[src/rtl/mdio_pkg.sv]
package mdio_pkg;

    localparam int FRAME_LEN  = 64;
    localparam int DATA_W     = 16;
    localparam int ADDR_W     = 5;
    localparam int WDATA_W    = 27;
    localparam int IDX_W      = $clog2(FRAME_LEN);
    localparam int TA_START   = 46;
    localparam int DATA_START = 48;

    // Command register image; packed from bit 28 down to bit 0.
    typedef struct packed {
        logic              busy;
        logic              rvalid;
        logic              rd;
        logic [ADDR_W-1:0] reg_ad;
        logic [ADDR_W-1:0] phy_ad;
        logic [DATA_W-1:0] data;
    } cmd_reg_t;

    function automatic logic [FRAME_LEN-1:0] build_frame(
        input logic              rd,
        input logic [ADDR_W-1:0] pa,
        input logic [ADDR_W-1:0] ra,
        input logic [DATA_W-1:0] wd
    );
        logic [1:0]        op;
        logic [DATA_W-1:0] payload;
        op      = rd ? 2'b10 : 2'b01;
        payload = rd ? {DATA_W{1'b1}} : wd;
        return {{32{1'b1}}, 2'b01, op, pa, ra, 2'b10, payload};
    endfunction

endpackage

[src/rtl/mdio_mdc_gen.sv]
module mdio_mdc_gen #(
    parameter int HALF = 50
) (
    input  logic clk,
    input  logic rst_n,
    input  logic run,
    output logic mdc,
    output logic rise_stb,
    output logic fall_stb
);
    localparam int CW = (HALF > 1) ? $clog2(HALF) : 1;
    localparam logic [CW-1:0] LAST = CW'(HALF - 1);

    typedef struct packed {
        logic [CW-1:0] cnt;
        logic          mdc;
    } div_state_t;

    div_state_t st_d, st_q;

    always_comb begin
        st_d = st_q;
        if (!run) begin
            st_d.cnt = '0;
            st_d.mdc = 1'b0;
        end else if (st_q.cnt == LAST) begin
            st_d.cnt = '0;
            st_d.mdc = ~st_q.mdc;
        end else begin
            st_d.cnt = st_q.cnt + 1'b1;
        end
    end

    always_ff @(posedge clk or negedge rst_n) begin
        if (!rst_n) st_q <= '0;
        else        st_q <= st_d;
    end

    assign mdc      = st_q.mdc;
    assign rise_stb = run && (st_q.cnt == LAST) && !st_q.mdc;
    assign fall_stb = run && (st_q.cnt == LAST) &&  st_q.mdc;

    // MDC only ever rises while the engine requests the clock
    assert_mdc_rise_needs_run_R9: assert property (@(posedge clk) disable iff (!rst_n)
        $rose(st_q.mdc) |-> $past(run));

endmodule

[src/rtl/mdio_frame_engine.sv]
module mdio_frame_engine
    import mdio_pkg::*;
(
    input  logic                 clk,
    input  logic                 rst_n,
    input  logic                 start,
    input  logic                 start_rd,
    input  logic [FRAME_LEN-1:0] start_frame,
    input  logic                 rise_stb,
    input  logic                 fall_stb,
    input  logic                 mdio_i,
    output logic                 run,
    output logic                 done,
    output logic                 mdio_o,
    output logic                 mdio_oe,
    output logic [DATA_W-1:0]    rd_data
);
    localparam logic [IDX_W-1:0] IDX_LAST = IDX_W'(FRAME_LEN - 1);
    localparam logic [IDX_W-1:0] IDX_TA   = IDX_W'(TA_START);
    localparam logic [IDX_W-1:0] IDX_DAT  = IDX_W'(DATA_START);

    typedef struct packed {
        logic                 active;
        logic                 rd;
        logic [IDX_W-1:0]     idx;
        logic [FRAME_LEN-1:0] frame;
        logic [DATA_W-1:0]    shreg;
    } eng_state_t;

    eng_state_t st_d, st_q;
    logic       done_c;

    always_comb begin
        st_d   = st_q;
        done_c = 1'b0;
        if (start && !st_q.active) begin
            st_d.active = 1'b1;
            st_d.rd     = start_rd;
            st_d.idx    = '0;
            st_d.frame  = start_frame;
            st_d.shreg  = '0;
        end else if (st_q.active) begin
            if (rise_stb && st_q.rd && (st_q.idx >= IDX_DAT)) begin
                st_d.shreg = {st_q.shreg[DATA_W-2:0], mdio_i};
            end
            if (fall_stb) begin
                if (st_q.idx == IDX_LAST) begin
                    st_d.active = 1'b0;
                    done_c      = 1'b1;
                end else begin
                    st_d.idx   = st_q.idx + 1'b1;
                    st_d.frame = {st_q.frame[FRAME_LEN-2:0], 1'b1};
                end
            end
        end
    end

    always_ff @(posedge clk or negedge rst_n) begin
        if (!rst_n) st_q <= '0;
        else        st_q <= st_d;
    end

    assign run     = st_q.active;
    assign done    = done_c;
    assign mdio_o  = st_q.frame[FRAME_LEN-1];
    assign mdio_oe = st_q.active && !(st_q.rd && (st_q.idx >= IDX_TA));
    assign rd_data = st_q.shreg;

    // a new frame is only launched while the engine is idle
    assert_start_only_idle_R3: assert property (@(posedge clk) disable iff (!rst_n)
        start |-> !st_q.active);

    // the pad is released whenever read data is sampled
    assert_sample_released_R6: assert property (@(posedge clk) disable iff (!rst_n)
        (rise_stb && st_q.active && st_q.rd && (st_q.idx >= IDX_DAT)) |-> !mdio_oe);

endmodule

[src/rtl/mdio_mgmt_ctrl.sv]
module mdio_mgmt_ctrl
    import mdio_pkg::*;
#(
    parameter int CLK_DIV = 100
) (
    input  logic               clk,
    input  logic               rst_n,
    input  logic               reg_wr,
    input  logic               reg_sel,
    input  logic [WDATA_W-1:0] reg_wdata,
    output logic [31:0]        cmd_rdata,
    output logic [31:0]        phyadr_rdata,
    output logic               mdc,
    output logic               mdio_o,
    output logic               mdio_oe,
    input  logic               mdio_i
);
    localparam int HALF = (CLK_DIV / 2 < 1) ? 1 : CLK_DIV / 2;

    typedef struct packed {
        cmd_reg_t          cmd;
        logic [ADDR_W-1:0] paddr;
    } top_state_t;

    top_state_t           st_d, st_q;
    logic                 accept;
    logic                 eng_run;
    logic                 eng_done;
    logic                 rise_stb;
    logic                 fall_stb;
    logic [DATA_W-1:0]    eng_rdata;
    logic [FRAME_LEN-1:0] new_frame;

    assign accept    = reg_wr && !reg_sel && !st_q.cmd.busy;
    assign new_frame = build_frame(reg_wdata[26], reg_wdata[20:16],
                                   reg_wdata[25:21], reg_wdata[15:0]);

    always_comb begin
        st_d = st_q;
        if (eng_done) begin
            st_d.cmd.busy = 1'b0;
            if (st_q.cmd.rd) begin
                st_d.cmd.rvalid = 1'b1;
                st_d.cmd.data   = eng_rdata;
            end
        end
        if (accept) begin
            st_d.cmd.busy   = 1'b1;
            st_d.cmd.rvalid = 1'b0;
            st_d.cmd.rd     = reg_wdata[26];
            st_d.cmd.reg_ad = reg_wdata[25:21];
            st_d.cmd.phy_ad = reg_wdata[20:16];
            st_d.cmd.data   = reg_wdata[15:0];
        end
        if (reg_wr && reg_sel) begin
            st_d.paddr = reg_wdata[ADDR_W-1:0];
        end
    end

    always_ff @(posedge clk or negedge rst_n) begin
        if (!rst_n) st_q <= '0;
        else        st_q <= st_d;
    end

    mdio_mdc_gen #(.HALF(HALF)) u_mdc (
        .clk      (clk),
        .rst_n    (rst_n),
        .run      (eng_run),
        .mdc      (mdc),
        .rise_stb (rise_stb),
        .fall_stb (fall_stb)
    );

    mdio_frame_engine u_eng (
        .clk         (clk),
        .rst_n       (rst_n),
        .start       (accept),
        .start_rd    (reg_wdata[26]),
        .start_frame (new_frame),
        .rise_stb    (rise_stb),
        .fall_stb    (fall_stb),
        .mdio_i      (mdio_i),
        .run         (eng_run),
        .done        (eng_done),
        .mdio_o      (mdio_o),
        .mdio_oe     (mdio_oe),
        .rd_data     (eng_rdata)
    );

    assign cmd_rdata    = {3'b000, st_q.cmd};
    assign phyadr_rdata = {{(32-ADDR_W){1'b0}}, st_q.paddr};

    // the pad is only driven during a transaction
    assert_oe_needs_busy_R1: assert property (@(posedge clk) disable iff (!rst_n)
        mdio_oe |-> st_q.cmd.busy);

    // busy only rises after a command write
    assert_busy_from_write_R3: assert property (@(posedge clk) disable iff (!rst_n)
        $rose(st_q.cmd.busy) |-> $past(reg_wr && !reg_sel));

    // command fields hold while a frame is in flight
    assert_fields_hold_R4: assert property (@(posedge clk) disable iff (!rst_n)
        st_q.cmd.busy |=> $stable({st_q.cmd.rd, st_q.cmd.reg_ad, st_q.cmd.phy_ad}));

    // read-valid never coexists with busy
    assert_valid_when_idle_R7: assert property (@(posedge clk) disable iff (!rst_n)
        st_q.cmd.rvalid |-> !st_q.cmd.busy);

    // an accepted command clears read-valid
    assert_valid_clear_R8: assert property (@(posedge clk) disable iff (!rst_n)
        (reg_wr && !reg_sel && !st_q.cmd.busy) |=> !st_q.cmd.rvalid);

    // MDC rests low outside a transaction
    assert_mdc_low_idle_R9: assert property (@(posedge clk) disable iff (!rst_n)
        !st_q.cmd.busy |-> !mdc);

endmodule

[config.mk]
export PLATFORM = sky130hd
export DESIGN_NAME = mdio_mgmt_ctrl
export DESIGN_NICKNAME = d
export VERILOG_FILES = /design/src/rtl/mdio_pkg.sv /design/src/rtl/mdio_mdc_gen.sv /design/src/rtl/mdio_frame_engine.sv /design/src/rtl/mdio_mgmt_ctrl.sv
export SDC_FILE = /design/constraint.sdc
export NUM_CORES = 1
export LEC_CHECK = 0
export ABC_AREA = 1
export BUFFER_PORTS_ARGS = -buffer_cell sky130_fd_sc_hd__clkbuf_2
export CAP_MARGIN = 10
export CORE_MARGIN = 8
export CORE_UTILIZATION = 57
export CTS_CLUSTER_DIAMETER = 150
export DETAILED_ROUTE_END_ITERATION = 8
export PLACE_DENSITY_LB_ADDON = 0.15
export SETUP_SLACK_MARGIN = 0.02
export SLEW_MARGIN = 20
export SYNTH_ARGS = -nofsm -noshare
export SYNTH_HDL_FRONTEND = slang
export SYNTH_SLANG_ARGS = --single-unit
[constraint.sdc]
create_clock -name clk -period 2 [get_ports clk]
set_input_delay 0.1 -clock clk [delete_from_list [all_inputs] [get_ports clk]]
set_output_delay 0.1 -clock clk [all_outputs]
set_load 0.01 [all_outputs]
==> results by group, run 1 <==
Final layout
  – ANT cells: 0
  – NumNets Final: 875
  – Commonest non-fill, non-tap cell in the layout: nand2_1
  – Most frequent cells in the layout: 257 x nand2_1, 129 x dfrtp_1, 78 x nand3_1
  – Final core occ: 68.1%
  – Area growth syn-to-layout: 18.4%
  – Proportion of layout cells with a drive suffix above 1: 15.6%
  – Design area: 7280 um2

Route
  – Total wire length: 13.9 mm
  – Vias after detailed routing: 5090
  – DRT iter0 DRCs: 465
  – DR DRC count: 0
  – Drt wl/cell: 14.0 um
  – Final ANT Viol Nets: 0
  – Drt pass-1 iters: 6
  – Vias per cell: 5.13

STA
  – Fin. Hold Viols: 0
  – Fmax: 530 MHz
  – Final worst path period need: 1890 ps
  – Post-route clock period utilization: 94.3%
  – Max Slew Vio Count: 0
  – Max Clock Skew: 6.26 ps
  – Least-Margin Pin Slew: 648 ps
  – Setup TNS: 0 ps
  – PnR worst setup slack: 114 ps
  – Final setup fails: 0
  – Slew headroom: 56.8%

GRT
  – All-layer global routing usage: 20.7%
  – Number of global-route vias before repair: 5227
  – Gr ovfl total: 0
  – First-pass GRT wire length: 24.6 mm
  – Initial antenna violation count: 0
  – Largest net degree at the start of global routing: 60

CTS
  – CTS tree: built
  – Clk root buf: clkbuf_8
  – Worst-path clk slew: 60 ps
  – Clock Latency Late Sink: 530 ps
  – CTS Buffer Depth: 2
  – Number of CTS-inserted buffers: 17
  – CTS sink cnt: 129
  – H-tree Lvls: 4

Yosys
  – Yosys Warn Count: 0
  – Mapped Area: 6150 um2
  – Syn Inst Count: 752
  – Seq cells post-synth: 129
  – Cell taking the most area after synthesis: dfrtp_1
  – Seq/Total Area, Yosys: 52.5%
  – Synth area leaders: dfrtp_1 52%, nand2_1 16%, nand3_1 6.3%
  – Synth top area share: 52.5%
  – Avg Cell Area, Syn: 8.18 um2
  – Distinct cells, synth: 32

Worst setup path
  – Crit. End Element: primary output
  – Critical path data required time: 1900 ps
  – Critical path class: reg -> out
  – Worst R2R Start: u_mdc.st_q[1]
  – Crit Path Max Fanout: 9
  – Crit path launch type: flop
  – R2r worst-path depth: 8
  – Critical Path Source: u_eng.run
  – Reg2Reg Capture Point: u_eng.st_q[52]
  – CP endpoint: mdio_oe
  – Reg-to-reg setup timing slack: 210 ps
  – Critical Path AT: 1790 ps

Place
  – Placer congestion estimate: 0.824
  – Input/output buffers: 68
  – DP HPWL: 8.90 mm
  – Dpl cell area: 6460 um2
  – Pre-CTS WS: 172 ps

Floorplan
  – Ports: 99
  – Chip Height: 120 um
  – Row cnt: 38
  – DIE WIDTH: 120 um
  – Starting Density: 57.5%
  – DIE AREA: 14400 um2
  – Core area: 10700 um2

Worst hold path
  – Hold WC Path Type: in -> async

Pwr
  – Maximum vdd ir drop: 743 uV
  – Total power: 6.94 mW
  – P_leak: 4.06 nW
  – PD cells: 953 nW/um2

Run
  – Max Cap Violations: 0

Outcome
  – Outcome: completed
-- per-stage QoR --
stage | hold WS, ps | cells
2_1_floorplan | -196 | 781
3_3_place_gp | 60.7 | 932
3_5_place_dp | 64.5 | 932
4_1_cts | 9.05 | 993
5_1_grt | 84.9 | 993
6_report | 54.7 | 993
-- worst min path at each step --
stage                 endpoint    from  slack, ps
2_1_floorplan     cmd_rdata[0]   rst_n       -200
3_3_place_gp   phyadr_rdata[3]   rst_n         60
3_5_place_dp   phyadr_rdata[3]   rst_n         60
4_1_cts        phyadr_rdata[2]  reg_wr          9
5_1_grt        phyadr_rdata[0]   rst_n         80
6_report       phyadr_rdata[3]   rst_n         50
-- routing by layer --
metal,up-vias,part of all wire (%),track usage (%)
met5,-,0,0
met4,0,2.6,9.60
met3,34,5.3,5.97
met2,144,50,33.5
met1,2421,42,25.3
li1,2491,-,-
-- final cells by class --
class / count / area, um2
fillers: 894 / 3410
flip-flops and latches: 129 / 3230
multi-input cells: 523 / 2370
repair buffers: 112 / 774
clock buffers: 20 / 455
inverters: 57 / 214
well taps: 140 / 175
clock inverters: 12 / 66.3
-- power by group --
part | switching [mW] | total [mW] | internal (mW)
registers | 0.185 | 3.09 | 2.90
clock network | 1.11 | 2.71 | 1.60
logic | 0.707 | 1.14 | 0.437
total | 2.00 | 6.94 | 4.94
-- registers in the layout, summed over array words and instances (netlist names) --
signal         cells
u_mdc.mdc          1
cmd_rdata         29
u_mdc.st_q         6
u_eng.mdio_o       1
u_eng.run          1
phyadr_rdata       5
u_eng.rd_data     16
u_eng.st_q        70
-- logic make-up (layout without fill, tap and decap cells) --
kind of cell | Yosys count | in the layout | share of synthesized area (%)
flip-flops | 129 | 129 | 52.5
other | 1 | 30 | 0.0610
XOR/XNOR | 2 | 2 | 0.285
adder cells (fa/ha/maj) | 3 | 3 | 0.610
buffers and inverters | 129 | 201 | 10.9
AO/OA/AOI/OAI | 90 | 90 | 7.42
AND/OR/NAND/NOR | 398 | 398 | 28.3
-- critical path: stages (launching register included) --
cell and delay (ps):
dfrtp_1 610, inv_1 140, nor3_1 320, clkbuf_2 190
-- Yosys cell counts --
cell type,n
nor4_1,1
buf_6,2
conb_1,1
nand4_1,6
nor3b_1,1
o21ai_2,1
nor3_1,3
nor2_8,4
inv_1,55
o21ai_0,65
nor2_1,36
nand3_2,3
o21ai_1,2
ha_1,3
or2_2,1
nand2_1,257
nor2_2,1
xor2_1,2
buf_2,21
inv_2,2
buf_1,1
a21oi_1,21
dfrtp_1,129
buf_4,38
or2_1,1
nand2_2,3
nor2_4,1
o21a_1,1
clkbuf_1,10
nand3_1,78
nand4_2,1
nand2_4,1
-- what timing repair did --
| action | in CTS | in global routing |
|---|---|---|
| endpoints found under the setup margin | 0 | 27 |
| setup buffers | 0 | 0 |
| gates resized for setup | 0 | 2 |
| endpoints found under the hold margin | 188 | 0 |
| hold buffers | 29 | 0 |
No activity file was read; power rests on OpenSTA's default activity.
==> run 2: changes to the inputs <==
--- a/config.mk
+++ b/config.mk
@@ -8,9 +8,10 @@
 export ABC_AREA = 1
 export BUFFER_PORTS_ARGS = -buffer_cell sky130_fd_sc_hd__clkbuf_2
 export CAP_MARGIN = 10
+export CORE_ASPECT_RATIO = 1.75
 export CORE_MARGIN = 8
 export CORE_UTILIZATION = 57
-export CTS_CLUSTER_DIAMETER = 150
+export CTS_CLUSTER_DIAMETER = 200
 export DETAILED_ROUTE_END_ITERATION = 8
 export PLACE_DENSITY_LB_ADDON = 0.15
 export SETUP_SLACK_MARGIN = 0.02
==> run 2 against run 1 <==
Routed wire length rose by 3.1%; combinational power barely moved; hold slack got worse by 20 ps; die area rose by 0.91%; clock skew rose by 1.8 ps; sequential share of layout area rose by 0.55 points; power rose by 3.8%; highest routed layer unchanged; sequential cell count did not move; non-clock buffer count fell by 15; critical path type is now reg -> reg.
==> results by group, run 2 (synthesis gave the netlist of run 1 again) <==
Pwr
  – P_leak: 4.02 nW
  – Maximum vdd ir drop: 839 uV
  – Total power: 7.20 mW
  – PD cells: 1000 nW/um2

CTS
  – H-tree Lvls: 4
  – Post-CTS resize count: 0
  – Post-CTS setup buffers: 0
  – Clock Latency Late Sink: 410 ps
  – CTS tree: built
  – CTS Buffer Depth: 2
  – Clk root buf: clkbuf_16
  – Worst-path clk slew: 50 ps
  – Number of CTS-inserted buffers: 17
  – CTS sink cnt: 129

Final layout
  – Area growth syn-to-layout: 17.0%
  – Proportion of layout cells with a drive suffix above 1: 15.2%
  – Multi-input logic area: 2360 um2
  – Number of flip-flops under the largest register name: 70
  – Commonest non-fill, non-tap cell in the layout: nand2_1
  – ANT cells: 0
  – NumNets Final: 860
  – Reg area: 3230 um2
  – Most frequent cells in the layout: 257 x nand2_1, 129 x dfrtp_1, 78 x nand3_1
  – Top reg by flops: u_eng.st_q
  – Design area: 7200 um2
  – Final cell count without fillers: 964
  – Final core occ: 67.7%
  – FILL cells: 887

STA
  – PnR worst setup slack: 178 ps
  – Post-route clock period utilization: 91.1%
  – Final setup fails: 0
  – Fin. Hold Viols: 0
  – Setup TNS: 0 ps
  – Slew headroom: 57.6%
  – Unrepaired setup endpoints after global routing: false
  – Least-Margin Pin Slew: 636 ps
  – Fin Hold WS: 34.3 ps
  – Final worst path period need: 1820 ps
  – Max Clock Skew: 8.10 ps
  – Max Slew Vio Count: 0
  – Fmax: 549 MHz

Worst hold path
  – WHS Path Cells: 3
  – Hold WC Path Type: in -> reg
  – Worst Hold End: phyadr_rdata[3]
  – Min-delay src: reg_wdata[3]

Worst setup path
  – Critical Path AT: 2160 ps
  – Crit path launch type: flop
  – Max incr delay on CP: 460 ps
  – R2r worst-path depth: 8
  – Slowest stage cell, crit path: nor2_8
  – Reg2Reg Capture Point: u_eng.st_q[52]
  – Critical-path cell list: ha_1 > nand3_1 > nor2_4 > nand3_2 > nor2_8 > nor2_8 > nand2_1 > nand2_1
  – Crit Path Max Fanout: 45
  – Top Family by Delay on Critical Path: simple AND/OR/NAND/NOR gates
  – Crit path buffers/inverters: 0
  – Worst R2R Start: u_mdc.st_q[1]
  – Reg-to-reg setup timing slack: 180 ps
  – Crit. End Element: flop
  – Critical path class: reg -> reg
  – Critical path data required time: 2340 ps

Place
  – Dpl cells: 921
  – Input/output buffers: 68
  – Dpl cell area: 6480 um2
  – Placer congestion estimate: 0.817
  – DP HPWL: 9.58 mm
  – Pre-CTS WS: 175 ps

Floorplan
  – DIE AREA: 14500 um2
  – Row cnt: 50
  – Starting Density: 57.8%
  – Core area: 10600 um2
  – DIE WIDTH: 94.5 um
  – Ports: 99
  – Chip Height: 153 um

GRT
  – Number of global-route vias before repair: 4985
  – All-layer global routing usage: 20.6%
  – Gr ovfl total: 0
  – Initial antenna violation count: 0
  – First-pass GRT wire length: 23.8 mm
  – Largest net degree at the start of global routing: 58

Route
  – DR DRC count: 0
  – Max Used Layer: met4
  – Met1 WL: 5.47 mm
  – Drt wl/cell: 14.9 um
  – Vias after detailed routing: 5022
  – Drt pass-1 iters: 4
  – Final ANT Viol Nets: 0
  – Total wire length: 14.4 mm
  – Vias per cell: 5.21
  – DRT iter0 DRCs: 299
  – Met3 Wirelength: 701 um
  – WL met2: 7.73 mm

Run
  – Max Cap Violations: 0

Outcome
  – Outcome: completed
run 2: changes by cell type in the layout (fill, tap and decap cells not counted), moves of 2 or more:
cell | before | now
bufinv_16 | 0 | 2
clkinv_2 | 10 | 3
buf_12 | 2 | 5
buf_4 | 13 | 10
dlygate4sd3_1 | 29 | 15
run 2: cell type report:
| class | count | area share (%) |
|---|---|---|
| Sequential cell | 129 | 44.9 |
| Clock inverter | 6 | 1.15 |
| Timing Repair Buffer | 97 | 9.18 |
| Inverter | 57 | 2.97 |
| Tap cell | 130 | 2.26 |
| Multi-Input combinational cell | 523 | 32.8 |
| Clock buffer | 22 | 6.73 |
run 2: routing by layer:
layer,vias to the layer above,track usage (%)
met5,-,0
li1,2457,-
met3,32,4.36
met4,0,10.3
met2,158,35.6
met1,2375,22.9
run 2: worst max path at each step:
stage	from	to	slack [ps]	depth (start not counted)
3_3_place_gp	u_mdc.st_q[1]	u_eng.st_q[28]	240	8
3_5_place_dp	u_mdc.st_q[1]	u_eng.st_q[83]	180	8
5_1_grt	u_mdc.st_q[1]	u_eng.st_q[49]	30	8
4_1_cts	u_mdc.st_q[1]	u_eng.st_q[52]	150	8
6_report	u_mdc.st_q[1]	u_eng.st_q[52]	180	8
2_1_floorplan	u_mdc.st_q[2]	u_eng.st_q[39]	440	10
run 2: timing repair:
item                       4_1_cts  5_1_grt
hold buffers                    15        0
hold endpoints to repair        49        0
setup endpoints to repair        0        0
run 2: worst reg2reg max path, cell delays in order, from the launching register on:
cell,delay [ps]
dfrtp_1,420
ha_1,240
nand3_1,140
nor2_4,60
nand3_2,110
nor2_8,80
nor2_8,470
nand2_1,140
nand2_1,100
run 2: power by group:
group          switching [mW]  internal (mW)
Combinational           0.718          0.420
Clock                    1.05           1.93
Sequential              0.183           2.90
